### src/rtl/addr_map_pkg.sv
package addr_map_pkg;
    localparam int LA_W       = 16;
    localparam int PA_W       = 19;
    localparam int BANK_W     = PA_W - LA_W;
    localparam int BLK_W      = 2;
    localparam int ZP_W       = 8;
    localparam int SLOT_N     = 1 << BLK_W;
    localparam int SLOT_LOW_W = LA_W - BLK_W;
    localparam int WV_W       = BANK_W + BLK_W;

    typedef enum logic [2:0] {
        MODE_REG = 3'd0,
        MODE_TBL = 3'd1,
        MODE_NAT = 3'd2,
        MODE_APP = 3'd3,
        MODE_KS1 = 3'd4,
        MODE_KS3 = 3'd5,
        MODE_LIN = 3'd6,
        MODE_RSV = 3'd7
    } map_mode_e;

    typedef struct packed {
        logic [BANK_W-1:0] bank;
        logic [BLK_W-1:0]  blk;
    } prog_sel_t;
endpackage

### src/rtl/bank_select_regs.sv
module bank_select_regs
    import addr_map_pkg::*;
(
    input  logic              clk,
    input  logic              rst_n,
    input  logic              wr_prog,
    input  logic              wr_data,
    input  logic [WV_W-1:0]   wr_value,
    output prog_sel_t         prog_sel,
    output logic [BANK_W-1:0] data_bank
);
    always_ff @(posedge clk or negedge rst_n) begin
        if (!rst_n) begin
            prog_sel <= '0;
        end else if (wr_prog) begin
            prog_sel <= prog_sel_t'(wr_value);
        end
    end

    always_ff @(posedge clk or negedge rst_n) begin
        if (!rst_n) begin
            data_bank <= '0;
        end else if (wr_data) begin
            data_bank <= wr_value[WV_W-1:BLK_W];
        end
    end

    // load takes one clock, holds otherwise
    a_r10_prog_load: assert property (@(posedge clk) disable iff (!rst_n)
        wr_prog |=> (prog_sel == prog_sel_t'($past(wr_value))));
    a_r10_data_load: assert property (@(posedge clk) disable iff (!rst_n)
        wr_data |=> (data_bank == $past(wr_value[WV_W-1:BLK_W])));
    a_r10_prog_hold: assert property (@(posedge clk) disable iff (!rst_n)
        !wr_prog |=> $stable(prog_sel));
    a_r10_data_hold: assert property (@(posedge clk) disable iff (!rst_n)
        !wr_data |=> $stable(data_bank));
endmodule

### src/rtl/slot_decoder.sv
module slot_decoder
    import addr_map_pkg::*;
(
    input  logic [BLK_W-1:0]  slot,
    output logic [SLOT_N-1:0] slot_hit
);
    for (genvar g = 0; g < SLOT_N; g++) begin : g_slot
        assign slot_hit[g] = (slot == BLK_W'(g));
    end
endmodule

### src/rtl/upper_addr_select.sv
module upper_addr_select
    import addr_map_pkg::*;
(
    input  logic              clk,
    input  logic              rst_n,
    input  map_mode_e         mode,
    input  logic [LA_W-1:0]   laddr,
    input  logic              is_code,
    input  logic [BANK_W-1:0] uc_bank,
    input  prog_sel_t         prog_sel,
    input  logic [BANK_W-1:0] data_bank,
    input  logic [SLOT_N-1:0] slot_hit,
    output logic [PA_W-1:0]   paddr,
    output logic              fetch_err
);
    localparam int UC_LO_W = BANK_W - 1;

    logic [PA_W-1:0] low_page;

    assign low_page = {{(PA_W-ZP_W){1'b0}}, laddr[ZP_W-1:0]};

    always_comb begin
        paddr     = low_page;
        fetch_err = 1'b0;
        unique case (mode)
            MODE_REG: paddr = low_page;
            MODE_TBL: paddr = {1'b0, uc_bank[UC_LO_W-1:0],
                               {(LA_W-ZP_W){1'b0}}, laddr[ZP_W-1:0]};
            MODE_NAT: paddr = {1'b0, uc_bank[UC_LO_W-1:0], laddr};
            MODE_APP: paddr = {prog_sel.bank, laddr};
            MODE_KS1: begin
                if (slot_hit[1])
                    paddr = {prog_sel.bank, prog_sel.blk, laddr[SLOT_LOW_W-1:0]};
                else
                    paddr = {uc_bank, laddr};
            end
            MODE_KS3: begin
                if (slot_hit[SLOT_N-1]) begin
                    paddr     = {data_bank, {BLK_W{1'b1}}, laddr[SLOT_LOW_W-1:0]};
                    fetch_err = is_code;
                end else begin
                    paddr = {uc_bank, laddr};
                end
            end
            MODE_LIN: begin
                if (is_code)
                    paddr = {prog_sel.bank[BANK_W-1:1], uc_bank[0], laddr};
                else
                    paddr = {data_bank, laddr};
            end
            MODE_RSV: paddr = low_page;
            default:  paddr = low_page;
        endcase
    end

    // register-like modes never leave the lowest page
    a_r2_reg_low: assert property (@(posedge clk) disable iff (!rst_n)
        (mode == MODE_REG || mode == MODE_RSV) |-> (paddr[PA_W-1:ZP_W] == '0));
    // native never sets the top physical bit
    a_r4_nat_top_zero: assert property (@(posedge clk) disable iff (!rst_n)
        (mode == MODE_NAT) |-> !paddr[PA_W-1]);
    // error only for code fetches in kernel-slot3
    a_r8_err_scope: assert property (@(posedge clk) disable iff (!rst_n)
        fetch_err |-> (mode == MODE_KS3 && is_code && laddr[LA_W-1] && laddr[LA_W-2]));
    // slot 1 keeps the offset inside the block
    a_r6_slot_offset: assert property (@(posedge clk) disable iff (!rst_n)
        (mode == MODE_KS1) |-> (paddr[SLOT_LOW_W-1:0] == laddr[SLOT_LOW_W-1:0]));
    // remapped slot 3 always lands in block 3
    a_r7_block3: assert property (@(posedge clk) disable iff (!rst_n)
        (mode == MODE_KS3 && slot_hit[SLOT_N-1]) |-> (paddr[LA_W-1:SLOT_LOW_W] == '1));
endmodule

### src/rtl/banked_addr_mapper.sv
module banked_addr_mapper
    import addr_map_pkg::*;
(
    input  logic        clk,
    input  logic        rst_n,
    input  logic [15:0] laddr,
    input  logic        is_code,
    input  logic [2:0]  mode,
    input  logic [2:0]  uc_bank,
    input  logic        wr_prog,
    input  logic        wr_data,
    input  logic [4:0]  wr_value,
    output logic [18:0] paddr,
    output logic        fetch_err
);
    prog_sel_t         prog_sel;
    logic [BANK_W-1:0] data_bank;
    logic [SLOT_N-1:0] slot_hit;

    bank_select_regs i_regs (
        .clk       (clk),
        .rst_n     (rst_n),
        .wr_prog   (wr_prog),
        .wr_data   (wr_data),
        .wr_value  (wr_value),
        .prog_sel  (prog_sel),
        .data_bank (data_bank)
    );

    slot_decoder i_slots (
        .slot     (laddr[LA_W-1:SLOT_LOW_W]),
        .slot_hit (slot_hit)
    );

    upper_addr_select i_sel (
        .clk       (clk),
        .rst_n     (rst_n),
        .mode      (map_mode_e'(mode)),
        .laddr     (laddr),
        .is_code   (is_code),
        .uc_bank   (uc_bank),
        .prog_sel  (prog_sel),
        .data_bank (data_bank),
        .slot_hit  (slot_hit),
        .paddr     (paddr),
        .fetch_err (fetch_err)
    );
endmodule

### config.mk
export PLATFORM = sky130hd
export DESIGN_NAME = banked_addr_mapper
export DESIGN_NICKNAME = d
export VERILOG_FILES = /design/src/rtl/addr_map_pkg.sv /design/src/rtl/bank_select_regs.sv /design/src/rtl/slot_decoder.sv /design/src/rtl/upper_addr_select.sv /design/src/rtl/banked_addr_mapper.sv
export SDC_FILE = /design/constraint.sdc
export NUM_CORES = 1
export LEC_CHECK = 0
export BUFFER_PORTS_ARGS = -buffer_cell sky130_fd_sc_hd__buf_2
export CAP_MARGIN = 30
export CORE_MARGIN = 4
export CORE_UTILIZATION = 44
export CTS_BUF_LIST = sky130_fd_sc_hd__clkbuf_8
export DETAILED_ROUTE_END_ITERATION = 6
export PLACE_DENSITY_LB_ADDON = 0.05
export SYNTH_ARGS = -nofsm -noshare
export SYNTH_HDL_FRONTEND = slang
export SYNTH_SLANG_ARGS = --single-unit
### constraint.sdc
create_clock -name clk -period 3.66 [get_ports clk]
set_input_delay 0.732 -clock clk [delete_from_list [all_inputs] [get_ports clk]]
set_output_delay 0.732 -clock clk [all_outputs]
set_load 0.05 [all_outputs]
Word level (Yosys, flattened, before mapping)
Cells that the tools add are included.
{"block": "totals", "n_memories": 0, "mem_bits_ro": 0, "ff_bits": 8, "ramBits": 0, "out_inout_bits": 20, "latchBits": 0}
{"block": "classes", "mux": 6, "add_sub_neg": 0, "shift": 0, "div_mod_pow": 0, "n_reduce_logical": 2, "bitwise_logic": 0, "eq_ne": 9, "order_cmp": 0, "n_mul": 0}
{"cell": "$pmux W19 S7", "n": 1}
{"cell": "$mux W19", "n": 3}
{"cell": "$eq A3 B3 Y1 const B", "n": 4}
{"cell": "$eq A3 B2 Y1 const B", "n": 2}
{"cell": "$eq A3 B1 Y1 const B", "n": 1}
{"cell": "$logic_not A3 Y1", "n": 1}
{"cell": "$eq A2 B1 Y1 const B", "n": 1}
{"cell": "$eq A2 B2 Y1 const B", "n": 1}
{"cell": "$mux W1", "n": 2}
{"cell": "$reduce_or A2 Y1", "n": 1}

Logic depth before layout (Yosys ltp)
Gate-level depths: netlist (run 1).
{"block": "depth", "depth_word": 3, "mapped_depth": 5, "ltp_nobuf": 4}

Cells and area by module
Synthesis (run 1) repeated with hierarchy kept, for this count alone.
{"block": "hier_totals", "cells_unflattened": 82, "hier_area_um2": 724.4}
{"module": "upper_addr_select", "n_inst": 1, "cells_each": 62, "area_each_um2": 407.9}
{"module": "bank_select_regs", "n_inst": 1, "cells_each": 16, "area_each_um2": 290.3}
{"module": "slot_decoder", "n_inst": 1, "cells_each": 4, "area_each_um2": 26.3}

Least setup slack after synthesis (run 1)
No wires, ideal clock.
{"block": "synth_timing", "kind": "input-to-output", "start": "input mode[1]", "end": "output paddr[15]", "n_path_buf": 0, "required_time_ps": 2928, "cell_stages": 2, "t_arrival_ps": 2241, "slack_ps": 687, "path_cell_list": "or3b_4 > o21ai_0"}
{"block": "synth_between", "elab_chain_len": 3, "word_cells_on_any_way": 10, "classes_between": "eq/ne: 7; mux: 1; reduce/logical: 2"}
{"element": "from (decl)", "line": "banked_addr_mapper.sv:8", "source": "input logic [2:0] mode,"}
{"element": "$eq A3 B3 Y1 / $logic_not A3 Y1 (equally long branches)", "line": "upper_addr_select.sv:25", "source": "unique case (mode)"}
{"element": "$reduce_or A2 Y1 (no line)"}
{"element": "$pmux W19 S7 *", "line": "upper_addr_select.sv:25"}
{"element": "to (decl)", "line": "banked_addr_mapper.sv:13", "source": "output logic [18:0] paddr,"}
Mark *: on every way between the ends. The rest lies on a longest branch, timed or not.

Worst setup path after layout (run 1)
{"block": "layout_timing", "start": "input mode[2]", "end": "output paddr[18]"}
The elaborated chain is that of the path after synthesis.

==> summary.txt, run 1 <==
STA
  • RSZ-0062 raised after global routing: no
  • Slew margin rel.: 80.9%
  • Max Clk Rate: ~370 MHz
  • Tightest Pin Transition: 0.284 ns
  • # setup viols final: 0
  • Post-route minimum period: 2.70 ns
  • Final hold violations: 0
  • Max Slew Vio Count: 0
  • Tcrit/Tclk final: 73.9%
  • Setup TNS: 0 ns
  • Worst Skew: 0 ns

Global routing
  • Initial antenna violation count: 0
  • Remaining global-route overflow: 0
  • Number of global-route vias before repair: 527
  • First-pass GRT wire length: roughly 2200 µm
  • Largest net degree at the start of global routing: 15
  • GRT Util Overall: a little over an eighth

Cells and area
  • N_diodes: 0
  • Layout area overhead: 20.3%
  • Commonest non-fill, non-tap cell in the layout: buf_2
  • Design area: between 800 and 900 µm²
  • Fill count: approximately 160
  • Layout Nets: 138
  • Most frequent cells in the layout: 35 x buf_2, 8 x nand2_1, 8 x mux2_2, 8 x dfrtp_1, 6 x and2_1
  • Layout cell share with drive strength beyond 1: 50.0%

Setup path
  • Setup CP Type: in2out
  • Arrival time at the worst endpoint: 1.97 ns
  • Worst Reg-to-Reg Cells: 1
  • Setup crit end: paddr[18]
  • FF-to-FF setup slack: 2.89 ns
  • Critical Path Fanout Max: 11
  • RR Startpoint: i_regs.prog_sel[3]
  • Worst Setup Start Kind: input pin
  • Capturing point of the worst reg2reg path: i_regs.prog_sel[3]
  • Setup crit start: mode[2]
  • Critical Path RT: 2.93 ns
  • Critical path endpoint category: output pin

Logic synthesis
  • Seq cells post-synth: 8
  • Mapped cell area: 709 µm²
  • Post-synthesis cell type count: 34
  • Net Count, Synth: 110
  • YS warnings: 0
  • Post-Synthesis Cells: 78
  • Mapped Avg Cell Area: roughly 9 µm²
  • Register area share after synthesis: 28.2%

Floorplanning
  • Core ar.: 1510 µm²
  • Die Ht: 48.2 µm
  • Die Footprint: 2320 µm²
  • Die X: 48.2 µm
  • Starting Density: 47.1%
  • # IOs: 52
  • Rows: 14

Clock tree
  • CTS tree: built
  • Hold buffer count at CTS: 0
  • Clock Sinks: 8
  • CTS max path bufs: 2
  • PostCTS Resize Cnt: 0
  • Root buffer cell: clkbuf_8
  • Clock Pin Slew Worst Setup and Hold Paths: approximately 0.04 ns
  • Clk_lat worst skew: 0.22 ns
  • Num CTS Buffers: 3
  • Postcts setup bufs: 0
  • H-Tree Depth: 1

Detailed routing
  • Vias per std cell: between 5 and 6
  • Iter 0 DRT Violations: 5
  • Total wire length: 1610 µm
  • Pre-Repair DR Iteration Count: 2
  • Final antenna-violating net count: 0
  • WL per Instance: about 13 µm
  • Via count: 658
  • DRC violations left: 0

Place
  • Area after DPL: 812 µm²
  • Detailed Place HPWL: 1360 µm
  • Routability cong.: 0.745
  • PortBufs: 35

Pwr
  • Pwr dens: about 360 nW/µm²
  • Leakage: 0.423 nW
  • Worst vdd ir: around 260 µV

Job
  • Max Cap Viol: 0

Outcome
  • Status: finished, final reports clean

Worst hold path
  • Hold Crit Class: in2async
==> per-layer routing <==
metal,routed length (µm),up-vias,GRT usage (%)
met5,0,-,0
met4,12,0,8.06
met3,159,2,3.32
met2,815,23,22.4
met1,621,308,16.1
li1,-,325,-
==> kinds of logic after synthesis <==
group                  synth area share [%]
flip-flops                             28.2
buffers and inverters                  14.1
multiplexers                           15.5
AND/OR/NAND/NOR                        24.7
AO/OA/AOI/OAI                          17.5
==> Yosys cell counts <==
| master | instances | area [µm²] |
|---|---|---|
| buf_2 | 2 | 10.0 |
| or3b_4 | 1 | 11.3 |
| dfrtp_1 | 8 | 200 |
| nand3b_2 | 1 | 11.3 |
| nand2_1 | 8 | 30.0 |
| or3_1 | 1 | 6.26 |
| and2_1 | 6 | 37.5 |
| o2111ai_1 | 1 | 8.76 |
| a311oi_1 | 2 | 17.5 |
| inv_1 | 2 | 7.51 |
| a21oi_1 | 3 | 15.0 |
| a21o_1 | 1 | 7.51 |
| nor2_2 | 1 | 6.26 |
| mux2i_1 | 2 | 20.0 |
| a221oi_1 | 1 | 8.76 |
| a211oi_1 | 1 | 7.51 |
| buf_4 | 8 | 60.1 |
| mux2_2 | 8 | 90.1 |
| or2b_2 | 1 | 8.76 |
| buf_6 | 2 | 22.5 |
| nand3_1 | 2 | 10.0 |
| o21a_1 | 1 | 7.51 |
| o21ai_0 | 3 | 15.0 |
| nor3b_1 | 1 | 7.51 |
| nand2b_1 | 2 | 12.5 |
| a221o_1 | 1 | 10.0 |
| or2b_1 | 1 | 7.51 |
| or3b_1 | 1 | 8.76 |
| o22ai_1 | 1 | 6.26 |
| a21boi_2 | 1 | 11.3 |
| nand4b_1 | 1 | 8.76 |
| nor3_1 | 1 | 5.00 |
| nor2_1 | 1 | 3.75 |
| o21ai_2 | 1 | 8.76 |
==> flip-flops by register name, summed over array words and instances, names as in the netlist <==
signal,cells
i_regs.data_bank,3
i_regs.prog_sel,5
==> stage by stage <==
stage / hold WS [ns] / power [mW] / setup slack, ns / std cells / utilization (%)
floorplan: 0.436 / 0.205 / 0.687 / 78 / -
global placement: 0.492 / 0.210 / 0.951 / 117 / 53.9
detailed placement: 0.500 / 0.211 / 0.951 / 117 / 53.9
CTS: 0.338 / 0.316 / 0.951 / 120 / 56.6
global route: 0.344 / 0.328 / 0.855 / 120 / 56.6
finish: 0.340 / 0.310 / 0.957 / 120 / 56.6
==> area by class of cell <==
type / count / area (µm²) / share of cell area (%)
clock buffer: 3 / 41.3 / 4.84
inverter: 2 / 7.51 / 0.880
multi-input combinational: 56 / 409 / 47.9
sequential: 8 / 200 / 23.5
tap: 16 / 20.0 / 2.35
timing repair buffer: 35 / 175 / 20.5
==> report_power, final <==
part | switching [mW] | internal (mW)
sequential | 0.00548 | 0.0979
clock | 0.0304 | 0.0708
combinational | 0.0677 | 0.0382
total | 0.104 | 0.207
==> worst min path at each step <==
stage | from | endpoint | slack (ns) | cells after the start
floorplan | rst_n | i_regs.data_bank[0] | 0.44 | 0
global placement | i_regs.prog_sel[4] | i_regs.prog_sel[4] | 0.49 | 1
detailed placement | i_regs.prog_sel[4] | i_regs.prog_sel[4] | 0.50 | 1
CTS | rst_n | i_regs.data_bank[0] | 0.34 | 1
global route | rst_n | i_regs.data_bank[0] | 0.34 | 1
finish | rst_n | i_regs.data_bank[0] | 0.34 | 1
==> critical path: stages <==
cell	delay, ns
buf_2	0.20
or3b_4	0.42
nor2_2	0.13
a21o_1	0.09
a221o_1	0.14
buf_2	0.26
No activity file was read; power rests on OpenSTA's default activity.
==> inputs of run 2 (changes only) <==
--- a/config.mk
+++ b/config.mk
@@ -8,7 +8,7 @@
 export BUFFER_PORTS_ARGS = -buffer_cell sky130_fd_sc_hd__buf_2
 export CAP_MARGIN = 30
 export CORE_MARGIN = 4
-export CORE_UTILIZATION = 44
+export CORE_UTILIZATION = 37
 export CTS_BUF_LIST = sky130_fd_sc_hd__clkbuf_8
 export DETAILED_ROUTE_END_ITERATION = 6
 export PLACE_DENSITY_LB_ADDON = 0.05
==> constraint.sdc (replaced) <==
create_clock -name clk -period 2.4 [get_ports clk]
set_input_delay 0.48 -clock clk [delete_from_list [all_inputs] [get_ports clk]]
set_output_delay 0.48 -clock clk [all_outputs]
set_load 0.05 [all_outputs]
==> run 2 against run 1 <==
  * Global-route usage is 0.58 points lower
  * Sequential power increased by 53%
  * Non-clock buffer count stayed put
  * Die area grew 16%
  * First-iteration DRC count up 140%
  * Worst setup slack worse by 0.79 ns
  * Worst hold slack worse by 0.26 ns
  * Routed wire length grew 7.0%
  * Clock power is 57% higher
  * Clock-buffer cell count unchanged
  * Total power grew 54%
  * Critical endpoint unchanged
  * Largest cell class unchanged
==> summary.txt, run 2 (same netlist as run 1, synthesis figures left out) <==
STA
  • Worst Skew: 0 ns (unchanged)
  • Slew margin rel.: 79.1% (-1.9 points)
  • Final worst hold slack: 0.0811 ns (-0.259 ns)
  • # setup viols final: 0 (unchanged)
  • Post-route minimum period: 2.23 ns
  • Max Slew Vio Count: 0 (unchanged)
  • Tcrit/Tclk final: 93.1%
  • Final worst-path setup slack: 0.166 ns (-0.790 ns)
  • Final hold violations: 0 (unchanged)
  • Tightest Pin Transition: 0.312 ns (+0.0278 ns)
  • Setup TNS: 0 ns (unchanged)
  • Max Clk Rate: roughly 450 MHz
  • RSZ-0062 raised after global routing: no

Pwr
  • Switching power: 0.163 mW (+58%)
  • P_int: 0.316 mW (+53%)
  • Worst vdd ir: 385 µV (+49%)
  • Clock network fraction of total power: 33.1% (+0.5 points)
  • Pwr dens: 554 nW/µm² (+52%)
  • PnR Total Power: 0.479 mW (+54%)
  • Sw Share: 34.1% (+0.73 points)
  • Sequential power share: 32.9% (-0.4 points)
  • Leakage: 0.423 nW (about the same)
  • Combinational fraction of design power: 34.0% (about the same)

Clock tree
  • Root buffer cell: clkbuf_8
  • Clk_lat worst skew: 0.23 ns (about the same)
  • Clock Sinks: 8 (unchanged)
  • Hold buffer count at CTS: 0 (unchanged)
  • H-Tree Depth: 1 (unchanged)
  • PostCTS Resize Cnt: 0 (unchanged)
  • CTS tree: built
  • Num CTS Buffers: 3 (unchanged)
  • CTS max path bufs: 2 (unchanged)
  • Postcts setup bufs: 0 (unchanged)
  • Clock Pin Slew Worst Setup and Hold Paths: 0.04 ns (about the same)

Place
  • Area after DPL: 823 µm² (+1.4%)
  • Cell total after placement: 126 (+7.7%)
  • Post-Place Worst Slack: 0.174 ns (-0.777 ns)
  • PortBufs: 35 (unchanged)
  • Detailed Place HPWL: 1420 µm (+4.4%)
  • Routability cong.: 0.716 (-4.0%)

Detailed routing
  • Final antenna-violating net count: 0 (unchanged)
  • Via count: 652 (-0.91%)
  • Pre-Repair DR Iteration Count: 4 (+2)
  • M1 WL: 666 µm (+7.2%)
  • DRC violations left: 0 (unchanged)
  • Metal2 WL: 865 µm (+6.1%)
  • Total wire length: 1720 µm (+7.0%)
  • Vias per std cell: 5.05 (-7.8%)
  • WL per Instance: 13.3 µm (-0.44%)
  • Met3 WL: 161 µm (+1.3%)
  • Highest Signal Layer: met4
  • Iter 0 DRT Violations: 12 (+7)

Cells and area
  • Biggest regs: i_regs.prog_sel: 5 flops, i_regs.data_bank: 3 flops
  • Layout area overhead: 21.9%
  • Cell Count, Final, Fillers Out: 129 (+7.5%)
  • Most frequent cells in the layout: 35 x buf_2, 8 x nand2_1, 8 x mux2_2, 8 x dfrtp_1, 6 x and2_1
  • Commonest non-fill, non-tap cell in the layout: buf_2
  • Largest register FFs: 5 (unchanged)
  • Post-layout util: 49.0% (-7.6 points)
  • Fill count: 207 (+29%)
  • Layout Nets: 138 (unchanged)
  • FF+latch area: 200 µm² (unchanged)
  • Multi-input combinational cell area: 409 µm² (unchanged)
  • N_diodes: 0 (unchanged)
  • Design area: 865 µm² (+1.3%)
  • Layout cell share with drive strength beyond 1: 50.0% (unchanged)
  • Biggest register: i_regs.prog_sel

Worst hold path
  • Hold Crit Class: in2async

Floorplanning
  • Starting Density: 40.2% (-6.9 points)
  • Rows: 15 (+1)
  • Core ar.: 1760 µm² (+17%)
  • # IOs: 52 (unchanged)
  • Die Footprint: 2680 µm² (+16%)
  • Die Ht: 51.8 µm (+7.5%)
  • Die X: 51.8 µm (+7.5%)

Setup path
  • Setup crit start: mode[2]
  • Setup CP Type: in2out
  • Worst Setup Start Kind: input pin
  • RR Startpoint: i_regs.data_bank[2]
  • Critical path endpoint category: output pin
  • Slowest cell on the critical path: or3b_4
  • Arrival time at the worst endpoint: 1.75 ns (-0.22 ns)
  • Critical Path RT: 1.92 ns (-1.01 ns)
  • Crit path cell chain: buf_2, or3b_4, nor2_2, a21o_1, a221o_1, buf_2
  • CP most frequent cell: buf_2
  • Critical path's largest stage delay: 0.42 ns (about the same)
  • Critical Path Fanout Max: 11 (unchanged)

Global routing
  • Number of global-route vias before repair: 579 (+9.9%)
  • First-pass GRT wire length: 2690 µm (+23%)
  • Remaining global-route overflow: 0 (unchanged)
  • GRT Util Overall: 13.1% (-0.58 points)
  • Initial antenna violation count: 0 (unchanged)
  • Largest net degree at the start of global routing: 15 (unchanged)

Job
  • Max Cap Viol: 0 (unchanged)

Outcome
  • Status: finished, final reports clean
run 2: cell count changes in the layout (fill, tap and decap cells not counted):
| cell | previous run | this run |
|---|---|---|
| o21ai_0 | 3 | 2 |
| o21ai_1 | 0 | 1 |
run 2: path summary, 6_finish.rpt:
kind | to | slack, ns | depth (start not counted)
max | paddr[18] | 0.17 | 6
min | i_regs.data_bank[2] | 0.08 | 1
max reg2reg | i_regs.data_bank[2] | 1.63 | 1
min reg2reg | i_regs.data_bank[1] | 0.50 | 1
max in group asynchronous | i_regs.prog_sel[3] | 2.16 | 1
min in group clk | i_regs.prog_sel[1] | 0.49 | 2
run 2: layout make-up:
cell class              count  area share (%)
well taps                  25            3.62
flip-flops and latches      8            23.2
repair buffers             35            20.3
clock buffers               3            4.78
multi-input cells          56            47.3
inverters                   2           0.868
run 2: metal layers:
| layer | global-route usage, % | vias up |
|---|---|---|
| met5 | 0 | - |
| met4 | 6.55 | 0 |
| met3 | 2.29 | 2 |
| met2 | 22.7 | 27 |
| met1 | 15.5 | 298 |
| li1 | - | 325 |
run 2: power by group through the flow:
stage | combinational [mW] | clock [mW] | sequential (mW)
5_1_grt | 0.177 | 0.172 | 0.159
3_3_place_gp | 0.163 | 0 | 0.159
3_5_place_dp | 0.164 | 0 | 0.160
6_report | 0.163 | 0.159 | 0.158
2_1_floorplan | 0.156 | 0 | 0.156
4_1_cts | 0.165 | 0.163 | 0.158
run 2: critical path: cells and delay by family:
kind | cells | cell delay, ns
buffers and inverters | 2 | 0.46
AOI/OAI and AO/OA | 2 | 0.24
and+or+nand+nor | 2 | 0.57
